==> src/rtl/rr_arb_pkg.sv <==
package rr_arb_pkg;
    typedef enum logic [1:0] {
        ST_IDLE = 2'd0,
        ST_REQ  = 2'd1,
        ST_OWN  = 2'd2
    } agent_state_e;
endpackage

==> src/rtl/rr_id_capture.sv <==
module rr_id_capture #(
    parameter int N   = 4,
    parameter int IDW = $clog2(N)
) (
    input  logic           clk,
    input  logic           rst_n,
    input  logic [N-1:0]   lines_n_i,
    output logic [IDW-1:0] id_o
);
    logic [IDW-1:0] id_q;
    logic [IDW-1:0] pick;
    logic           seen;

    // lowest low line wins: scan downward so the last hit is the lowest index
    always_comb begin
        pick = id_q;
        seen = 1'b0;
        for (int i = N - 1; i >= 0; i--) begin
            if (!lines_n_i[i]) begin
                pick = IDW'(i);
                seen = 1'b1;
            end
        end
    end

    always_ff @(posedge clk) begin
        if (!rst_n && seen) begin
            id_q <= pick;
        end
    end

    assign id_o = id_q;
endmodule

==> src/rtl/rr_owner_track.sv <==
module rr_owner_track #(
    parameter int N   = 4,
    parameter int IDW = $clog2(N)
) (
    input  logic           clk,
    input  logic           rst_n,
    input  logic [N-1:0]   lines_n_i,
    output logic [IDW-1:0] owner_o
);
    localparam logic [IDW-1:0] OWNER_INIT = IDW'(N - 1);

    logic [IDW-1:0] owner_q;
    logic [IDW-1:0] owner_d;
    logic           found;

    always_comb begin
        owner_d = owner_q;
        found   = 1'b0;
        if (lines_n_i[owner_q]) begin
            for (int k = 1; k < N; k++) begin
                if (!found && !lines_n_i[(int'(owner_q) + k) % N]) begin
                    owner_d = IDW'((int'(owner_q) + k) % N);
                    found   = 1'b1;
                end
            end
        end
    end

    always_ff @(posedge clk or negedge rst_n) begin
        if (!rst_n) begin
            owner_q <= OWNER_INIT;
        end else begin
            owner_q <= owner_d;
        end
    end

    assign owner_o = owner_q;
endmodule

==> src/rtl/rr_req_fsm.sv <==
module rr_req_fsm
    import rr_arb_pkg::*;
(
    input  logic clk,
    input  logic rst_n,
    input  logic loc_req_i,
    input  logic win_i,
    output logic drive_act_o,
    output logic gnt_o
);
    agent_state_e state_q;
    agent_state_e state_d;

    always_ff @(posedge clk or negedge rst_n) begin
        if (!rst_n) begin
            state_q <= ST_IDLE;
        end else begin
            state_q <= state_d;
        end
    end

    always_comb begin
        state_d = state_q;
        unique case (state_q)
            ST_IDLE: if (loc_req_i) state_d = ST_REQ;
            ST_REQ: begin
                if (!loc_req_i)  state_d = ST_IDLE;
                else if (win_i)  state_d = ST_OWN;
            end
            ST_OWN:  if (!loc_req_i) state_d = ST_IDLE;
            default: state_d = ST_IDLE;
        endcase
    end

    always_comb begin
        drive_act_o = 1'b0;
        gnt_o       = 1'b0;
        unique case (state_q)
            ST_IDLE: ;
            ST_REQ: begin
                drive_act_o = 1'b1;
                gnt_o       = win_i;
            end
            ST_OWN: begin
                drive_act_o = 1'b1;
                gnt_o       = win_i;
            end
            default: ;
        endcase
    end
endmodule

==> src/rtl/rr_bus_agent.sv <==
module rr_bus_agent #(
    parameter int N   = 4,
    parameter int IDW = $clog2(N)
) (
    input  logic           clk,
    input  logic           rst_n,
    input  logic [N-1:0]   req_bus_n_i,
    output logic [N-1:0]   req_drv_n_o,
    input  logic           loc_req_i,
    output logic           loc_gnt_o,
    output logic [IDW-1:0] agent_id_o,
    output logic [IDW-1:0] owner_o
);
    logic [IDW-1:0] my_id;
    logic [IDW-1:0] owner;
    logic           win;
    logic           drive_act;

    rr_id_capture #(.N(N), .IDW(IDW)) u_id (
        .clk       (clk),
        .rst_n     (rst_n),
        .lines_n_i (req_bus_n_i),
        .id_o      (my_id)
    );

    rr_owner_track #(.N(N), .IDW(IDW)) u_own (
        .clk       (clk),
        .rst_n     (rst_n),
        .lines_n_i (req_bus_n_i),
        .owner_o   (owner)
    );

    assign win = (owner == my_id) && !req_bus_n_i[my_id];

    rr_req_fsm u_fsm (
        .clk         (clk),
        .rst_n       (rst_n),
        .loc_req_i   (loc_req_i),
        .win_i       (win),
        .drive_act_o (drive_act),
        .gnt_o       (loc_gnt_o)
    );

    for (genvar gi = 0; gi < N; gi++) begin : g_drv
        assign req_drv_n_o[gi] = !(drive_act && (my_id == IDW'(gi)));
    end

    assign agent_id_o = my_id;
    assign owner_o    = owner;
endmodule

==> config.mk <==
export PLATFORM = sky130hd
export DESIGN_NAME = rr_bus_agent
export DESIGN_NICKNAME = d
export VERILOG_FILES = /design/src/rtl/rr_arb_pkg.sv /design/src/rtl/rr_id_capture.sv /design/src/rtl/rr_owner_track.sv /design/src/rtl/rr_req_fsm.sv /design/src/rtl/rr_bus_agent.sv
export SDC_FILE = /design/constraint.sdc
export NUM_CORES = 1
export LEC_CHECK = 0
export BUFFER_PORTS_ARGS = -buffer_cell sky130_fd_sc_hd__buf_2
export CAP_MARGIN = 20
export CORE_AREA = 2 2 39 41
export CTS_CLUSTER_DIAMETER = 150
export DETAILED_ROUTE_END_ITERATION = 7
export DIE_AREA = 0 0 41 43
export GPL_ROUTABILITY_DRIVEN = 0
export PLACE_DENSITY = 0.68
export SLEW_MARGIN = 10
export SYNTH_ARGS = -nofsm -noshare
export SYNTH_HDL_FRONTEND = slang
export SYNTH_SLANG_ARGS = --single-unit
==> constraint.sdc <==
create_clock -name clk -period 4.28 [get_ports clk]
set_clock_uncertainty 0.15 [all_clocks]
set_input_delay 0 -clock clk [delete_from_list [all_inputs] [get_ports clk]]
set_output_delay 0 -clock clk [all_outputs]
set_load 0.02 [all_outputs]
==> flow_summary.ini, run 1 <==
[run_status]
status = finished, final reports clean

[worst_setup_path]
worstSetupStartpoint = u_own.owner_o[0]
critPathKind = reg -> reg
arrival_ns = 2.14
slowest_stage = dfstp_2
r2r_start = u_own.owner_o[0]
critPathMaxStageDelay_ns = 0.58
path_cells = o21ai_0, dlygate4sd3_1, nand2_1, o21ai_0, dlygate4sd3_1
endpoint_kind = flip-flop
crit_fanout = 8
start_kind = flip-flop
required_ns = 4.29

[timing]
finalSetupViolCount = 0
hold-worst-slack_ns = 0.0273
worstMarginPinSlew_ns = 0.251
hold_violations = 0
setup_ws_ns = 2.15
timing.fmax_mhz = 470
finalCriticalPeriod_ns = 2.13
rsz0062_at_grt = no
final-max-slew-violation-count = 0
timing.slew.headroom = 0.832
fin_tns_setup_ns = 0
period_share = 0.497

[logic_synthesis]
ys_ff_latch = 6
yosys.area_share.adder = 0.0743
yosysUniqueCellTypes = 31
muxShareOfSynthArea = 0.0297
syn_avg_cell_area_sq_um = 9.36
synth_xor_area_frac = 0
syn_area_sq_um = 505
synth-edff-count = 2
async_reset_ff_frac = 0.667
syn_inst = 54
synth_ff_type = edfxtp_1
yosysSeqAreaShare = 0.322
yosysWarnings = 0
synth_top_family_by_area = simple AND/OR/NAND/NOR gates
synth_compound_area_frac = 0.265
syn_nets = 64
synth-simple-area-share = 0.270

[drt]
dr.pass1.iters = 4
drc = 0
ant_nets = 0
drt_iter0_drc = 1
drt_wl_total_microns = 1060
wl_per_cell_microns = 11.1
viasPerCell = 5.10
vias = 490

[floorplanning]
initial_core_util = 0.365
core_region_area_sq_um = 1380
ioPinCount = 16
die_x_microns = 41
die_height_microns = 43
rows = 14
die_area_sq_um = 1760

[layout]
final_common_cell = buf_2
final_util = 0.507
final_nets = 91
area_delta_synth_final_pct = 38.9
seq_area_sq_um = 163
antenna_cells = 0
layout_common_cells = buf_2, dlygate4sd3_1, o21ai_0, inv_1, nand2_1
fill_cells = 131
multi_input_area_sq_um = 323
drive_gt1_frac = 0.338

[placed_design]
dp_slack_ns = 2.70
numPortBuffers = 15
dp_hpwl_microns = 808

[clock_network]
cts_tree = built
cts_buffers = 3
clockRootBuffer = clkbuf_4
clk_pin_slew_ns = 0.05
cts.sinks = 6
clkLatencyLatePin_ns = 0.24
htree_levels = 1
clk_path_buf_depth = 2

[grt]
grt_overflow_total = 0
grt_max_degree = 10
grt_use_total = 0.144
grt_first_pass_wirelength_microns = 1710
antenna_found_initial = 0
grt_pass1_vias = 453

[min_path]
hp-start = req_bus_n_i[0]
min-delay-path-class = in -> reg

[power]
p_leak_uw = 0.000298
power_uw = 305
p_per_area_nw_per_um2 = 434
peakVddDrop_uv = 203

[flow_run]
cap_violations = 0
## cell type report
cell class                      count  area share
Timing Repair Buffer               23       0.221
Sequential cell                     6       0.232
Clock buffer                        4      0.0374
Inverter                            4      0.0214
Multi-Input combinational cell     43       0.460
Tap cell                           16      0.0285
## critical path, delay by kind of cell, from the launching register on
family	cells	cell delay, ns
compound gates	2	0.15
buf+inv	2	1.11
flops	1	0.58
simple gates	1	0.06
## sequential cells by signal, indices dropped and copies added, names as in the netlist
name	cells
u_fsm.state_q	2
u_own.owner_o	2
u_id.id_o	2
## power breakdown
| part | switching, uW | internal [uW] |
|---|---|---|
| logic | 82.0 | 67.6 |
| clock network | 21.1 | 35.4 |
| registers | 20.9 | 77.9 |
## cells by family (layout without fill, tap and decap cells)
family	Yosys count	count (layout)
adders and majority gates	3	3
muxes	1	1
AOI/OAI and AO/OA	16	16
and+or+nand+nor	23	23
buffers and inverters	5	31
DFF	6	6
## synthesized netlist by cell type (2+ instances only)
cell type	count	area (sq um)
nand4_1	2	12.5
nor2b_1	3	18.8
nand3b_1	3	22.5
ha_1	3	37.5
dfrtp_1	2	50.1
nand2_1	4	15.0
a21o_1	2	15.0
inv_1	4	15.0
edfxtp_1	2	60.1
o21ai_0	5	25.0
nand3_1	3	15.0
dfstp_2	2	52.6
## metrics by stage
stage,cells,instance area [sq um]
finish,96,702
global route,96,702
floorplan,54,505
global placement,84,596
CTS,96,702
detailed placement,84,596
## layer usage
metal  share of wire  routed length, microns  global-route usage  vias up
met5               0                       0                   0        -
met4          0.0094                      10              0.0800        0
met3           0.025                      27              0.0314        2
met2            0.52                     555               0.228        8
met1            0.44                     471               0.168      228
li1                -                       -                   -      252
## final timing paths
kind / endpoint / slack (ns) / depth (start not counted)
worst max-delay path: u_own.owner_o[1] / 2.15 / 5
worst min-delay path: u_id.id_o[1] / 0.03 / 2
worst max register to register: u_own.owner_o[1] / 2.15 / 5
worst min register to register: u_fsm.state_q[1] / 0.43 / 2
max in group asynchronous: u_fsm.state_q[1] / 3.32 / 3
min in group asynchronous: u_own.owner_o[1] / 0.12 / 2
## what timing repair did
item / CTS / global route
endpoints found under the hold margin: 10 / 0
hold buffers: 8 / 0
gates resized for setup: 0 / 0
buffers inserted: 0 / 0
No activity file was read; power rests on OpenSTA's default activity.
==> run 2, diff against run 1 <==
--- a/config.mk
+++ b/config.mk
@@ -12,7 +12,7 @@
 export DETAILED_ROUTE_END_ITERATION = 7
 export DIE_AREA = 0 0 41 43
 export GPL_ROUTABILITY_DRIVEN = 0
-export PLACE_DENSITY = 0.68
+export PLACE_DENSITY = 0.71
 export SLEW_MARGIN = 10
 export SYNTH_ARGS = -nofsm -noshare
 export SYNTH_HDL_FRONTEND = slang
==> constraint.sdc (replaced) <==
create_clock -name clk -period 1.79 [get_ports clk]
set_clock_uncertainty 0.15 [all_clocks]
set_input_delay 0 -clock clk [delete_from_list [all_inputs] [get_ports clk]]
set_output_delay 0 -clock clk [all_outputs]
set_load 0.02 [all_outputs]
==> run 2 against run 1 <==
  * Critical path depth fell by 1
  * Hold slack got worse by 0.0086 ns
  * Sequential power rose by 140%
  * Largest cell class unchanged
  * Non-clock buffer count rose by 3
  * Final cell count rose by 3.1%
  * Critical path type is now reg -> out
  * Total power rose to 2.6 times the previous value
  * Critical endpoint is now loc_gnt_o
==> flow_summary.ini, run 2 (synthesized netlist as in run 1, its figures left out) <==
[run_status]
status = finished, final reports clean

[timing]
finalCriticalPeriod_ns = 1.67
period_share = 0.935
finalSetupViolCount = 0
final-max-slew-violation-count = 0
worstMarginPinSlew_ns = 0.266
rsz0062_at_grt = no
timing.fmax_mhz = 597
hold_violations = 0
timing.slew.headroom = 0.822
fin_tns_setup_ns = 0

[drt]
ant_nets = 0
top_layer_used = met3
drt_iter0_drc = 8
wl_per_cell_microns = 12.0
viasPerCell = 5.20
drt_wl_total_microns = 1190
drc = 0
vias = 515
dr.pass1.iters = 4
dr_wl_met3_microns = 44
met2_length_microns = 666
wl_met1_microns = 481

[worst_setup_path]
arrival_ns = 1.52
crit_fanout = 4
path_buf_inv = 1
r2r_slack_ns = 0.15
start_kind = flip-flop
endpoint_kind = output pin
path_cells = mux2_4, o21ai_4, and3_1, buf_2
cp.depth = 4
critPathKind = reg -> out
slowest_stage = edfxtp_1
critPathMaxStageDelay_ns = 0.43
reg2reg_depth = 4
required_ns = 1.64
cp_top_family = flip-flops

[clock_network]
clk_pin_slew_ns = 0.04
clk_path_buf_depth = 2
cts.sinks = 6
clockRootBuffer = clkbuf_4
cts_buffers = 3
htree_levels = 1
cts_tree = built
clkLatencyLatePin_ns = 0.24

[power]
p_int_uw = 479
power_switching_share = 0.397
power_uw = 794
peakVddDrop_uv = 475
p_leak_uw = 0.000320
pwr-share-seq = 0.294
p_clk_frac = 0.166
p_switching_uw = 315
p_per_area_nw_per_um2 = 1070
p_comb_frac = 0.540

[layout]
fill_cells = 133
final_nets = 94
antenna_cells = 0
area_delta_synth_final_pct = 47.0
drive_gt1_frac = 0.398
final_common_cell = buf_2
layout_common_cells = buf_2, dlygate4sd3_1, o21ai_0, nand2_1, buf_4

[min_path]
min-delay-path-class = in -> reg
hold_depth = 3

[floorplanning]
core_region_area_sq_um = 1380
initial_core_util = 0.365
rows = 14
die_x_microns = 41
die_height_microns = 43
ioPinCount = 16
die_area_sq_um = 1760

[grt]
grt_first_pass_wirelength_microns = 1950
grt_use_total = 0.163
grt_pass1_vias = 475
grt_overflow_total = 0
antenna_found_initial = 0
grt_max_degree = 10

[placed_design]
dp_hpwl_microns = 839
numPortBuffers = 15

[flow_run]
cap_violations = 0
==> run 2: changes by cell type in the layout (fill, tap and decap cells not counted), sizes merged <==
cell	previous run	this run
buf	15	19
dlygate4sd3	8	7
==> run 2: final cells by class <==
| class | instances | area, sq um | share of cell area |
|---|---|---|---|
| Tap cell | 16 | 20.0 | 0.0269 |
| Timing Repair Buffer | 26 | 181 | 0.244 |
| Clock buffer | 4 | 26.3 | 0.0354 |
| Inverter | 4 | 15.0 | 0.0202 |
| Sequential cell | 6 | 163 | 0.219 |
| Multi-Input combinational cell | 43 | 338 | 0.455 |
==> run 2: stage by stage <==
step                hold slack [ns]  setup WS [ns]  instance area (sq um)  cells  utilization
detailed placement           -0.327          0.234                    596     84        0.430
finish                       0.0186          0.116                    743     99        0.537
global placement             -0.329          0.260                    596     84        0.430
floorplan                    -0.446          0.271                    505     54            -
global route                 0.0360         0.0353                    743     99        0.537
CTS                          0.0181         0.0125                    714     98        0.516
==> run 2: metal layers <==
metal / vias to the layer above / GRT usage
li1: 257 / -
met1: 246 / 0.188
met2: 12 / 0.278
met3: 0 / 0.0471
met4: 0 / 0.0400
met5: - / 0
==> run 2: final timing paths <==
kind	from	to
hold / removal	req_bus_n_i[2]	u_own.owner_o[0]
min in group asynchronous	rst_n	u_own.owner_o[1]
hold reg to reg	u_fsm.state_q[1]	u_fsm.state_q[1]
setup reg to reg	u_own.owner_o[1]	u_own.owner_o[1]
max in group asynchronous	rst_n	u_fsm.state_q[0]
setup / recovery	u_id.id_o[1]	loc_gnt_o
==> run 2: power groups by stage <==
| stage | clock network [uW] | registers (uW) | logic (uW) |
|---|---|---|---|
| after floorplan | 0 | 239 | 236 |
| after global placement | 0 | 238 | 319 |
| after detailed placement | 0 | 241 | 329 |
| after CTS | 136 | 229 | 378 |
| after global routing | 153 | 237 | 466 |
| final | 132 | 233 | 429 |
==> run 2: what timing repair did <==
action,in CTS,in global routing
endpoints found under the setup margin,2,1
hold buffers,7,0
buffers inserted,3,1
resized for setup,0,5
hold endpoints to repair,9,0
==> run 2: tightest hold or removal path, cell delays in order <==
cell      delay, ns
buf_2          0.13
o22ai_1        0.16
a221oi_1       0.10
==> run 3, diff against run 2 <==
--- a/config.mk
+++ b/config.mk
@@ -12,7 +12,6 @@
 export DETAILED_ROUTE_END_ITERATION = 7
 export DIE_AREA = 0 0 41 43
 export GPL_ROUTABILITY_DRIVEN = 0
-export PLACE_DENSITY = 0.71
 export SLEW_MARGIN = 10
 export SYNTH_ARGS = -nofsm -noshare
 export SYNTH_HDL_FRONTEND = slang
==> run 3 against run 2 <==
  * Hold slack better by 0.00072 ns
  * Core utilization down 0.72 points
  * Clock-buffer cell count unchanged
  * Setup slack worse by 0.056 ns
  * Total power down 1.6%
  * Highest routed layer unchanged
==> flow_summary.ini, run 3 (synthesized netlist as in run 1, its figures left out) <==
[floorplanning]
core_region_area_sq_um = 1380
rows = 14
die_height_microns = 43
ioPinCount = 16
die_x_microns = 41
die_area_sq_um = 1760
initial_core_util = 0.365

[timing]
fin_tns_setup_ns = 0
worstMarginPinSlew_ns = 0.239
finalCriticalPeriod_ns = 1.73
rsz0062_at_grt = no
timing.fmax_mhz = 578
timing.slew.headroom = 0.839
hold_violations = 0
period_share = 0.966
finalSetupViolCount = 0
final-max-slew-violation-count = 0

[clock_network]
clkLatencyLatePin_ns = 0.24
cts_tree = built
clockRootBuffer = clkbuf_4
clk_pin_slew_ns = 0.05
clk_path_buf_depth = 2
cts.sinks = 6
cts_buffers = 3
htree_levels = 1

[worst_setup_path]
worst_r2r_endpoint = u_own.owner_o[1]
crit_fanout = 5
slowest_stage = or3b_2
r2r_start = u_own.owner_o[0]
critPathMaxStageDelay_ns = 0.45
path_cells = inv_2, ha_4, or3b_2, buf_6
reg2reg_depth = 4
required_ns = 1.64
start_kind = flip-flop
arrival_ns = 1.58
critPathKind = reg -> out
endpoint_kind = output pin
r2r_slack_ns = 0.19

[layout]
final_cells = 98
seq_area_sq_um = 163
drive_gt1_frac = 0.402
area_delta_synth_final_pct = 45.0
layout_common_cells = buf_2, dlygate4sd3_1, o21ai_0, nand2_1
multi_input_area_sq_um = 335
antenna_cells = 0
final_nets = 93
final_common_cell = buf_2
fill_cells = 134

[min_path]
hold_end = u_own.owner_o[0]
min-delay-path-class = in -> reg
hp-start = req_bus_n_i[2]
hold_depth = 4

[drt]
vias = 497
wl_per_cell_microns = 11.5
drt_wl_total_microns = 1130
dr.pass1.iters = 4
drc = 0
ant_nets = 0
viasPerCell = 5.07
drt_iter0_drc = 8

[power]
peakVddDrop_uv = 530
p_leak_uw = 0.000312
power_uw = 782
p_per_area_nw_per_um2 = 1070

[grt]
grt_max_degree = 10
grt_first_pass_wirelength_microns = 1750
grt_use_total = 0.145
antenna_found_initial = 0
grt_overflow_total = 0
grt_pass1_vias = 439

[placed_design]
numPortBuffers = 15
dpl.cell_count = 84
dp_hpwl_microns = 820

[run_status]
status = finished, final reports clean

[flow_run]
cap_violations = 0
-- run 3: cell count changes in the layout (fill, tap and decap cells not counted), sizes merged --
cell,delta
buf,-1
-- run 3: area by class of cell --
| cell class | count | area share |
|---|---|---|
| multi-input combinational | 43 | 0.457 |
| timing repair buffer | 25 | 0.237 |
| sequential | 6 | 0.222 |
| clock buffer | 4 | 0.0358 |
| tap | 16 | 0.0273 |
| inverter | 4 | 0.0205 |
-- run 3: worst max path at each step --
| stage | from | end | slack, ns | depth (start not counted) |
|---|---|---|---|---|
| CTS | u_id.id_o[1] | loc_gnt_o | 0.01 | 4 |
| global placement | u_fsm.state_q[0] | req_drv_n_o[0] | 0.26 | 4 |
| detailed placement | u_fsm.state_q[0] | req_drv_n_o[0] | 0.21 | 4 |
| finish | u_fsm.state_q[1] | req_drv_n_o[0] | 0.06 | 4 |
| global route | u_fsm.state_q[1] | req_drv_n_o[0] | 0.008 | 4 |
| floorplan | u_id.id_o[1] | u_fsm.state_q[0] | 0.27 | 4 |
-- run 3: stage by stage --
| stage | instance area (sq um) | hold slack, ns | utilization | setup WS (ns) |
|---|---|---|---|---|
| floorplan | 505 | -0.446 | - | 0.271 |
| global placement | 596 | -0.331 | 0.430 | 0.257 |
| detailed placement | 596 | -0.334 | 0.430 | 0.205 |
| CTS | 712 | 0.0192 | 0.514 | 0.00980 |
| global route | 733 | 0.0492 | 0.530 | 0.00836 |
| finish | 733 | 0.0194 | 0.530 | 0.0601 |
-- run 3: timing repair --
action	in CTS	in global routing
cloned	0	0
pin swaps	0	0
hold endpoints to repair	12	0
setup buffers	1	2
gates resized for setup	1	4
hold buffers	7	0
setup endpoints to repair	1	2
-- run 3: critical path, delay by kind of cell (launching register included) --
family | cells | cell delay [ns]
flops | 1 | 0.38
buf+inv | 2 | 0.22
fa+ha+maj | 1 | 0.28
simple gates | 1 | 0.45
-- run 3: routing by layer --
metal  global-route usage  wire (microns)  vias to the layer above
li1                     -               -                      255
met1                0.152             471                      233
met2                0.247             621                        9
met3               0.0628              33                        0
met4               0.0400               0                        0
met5                    0               0                        -
-- run 3: where the power goes --
group	total, uW	leakage, uW	internal, uW	switching, uW
logic	412	0.000231	194	217
clock network	139	0.0000150	84.8	54.2
registers	231	0.0000660	186	45.1
total	782	0.000312	465	317
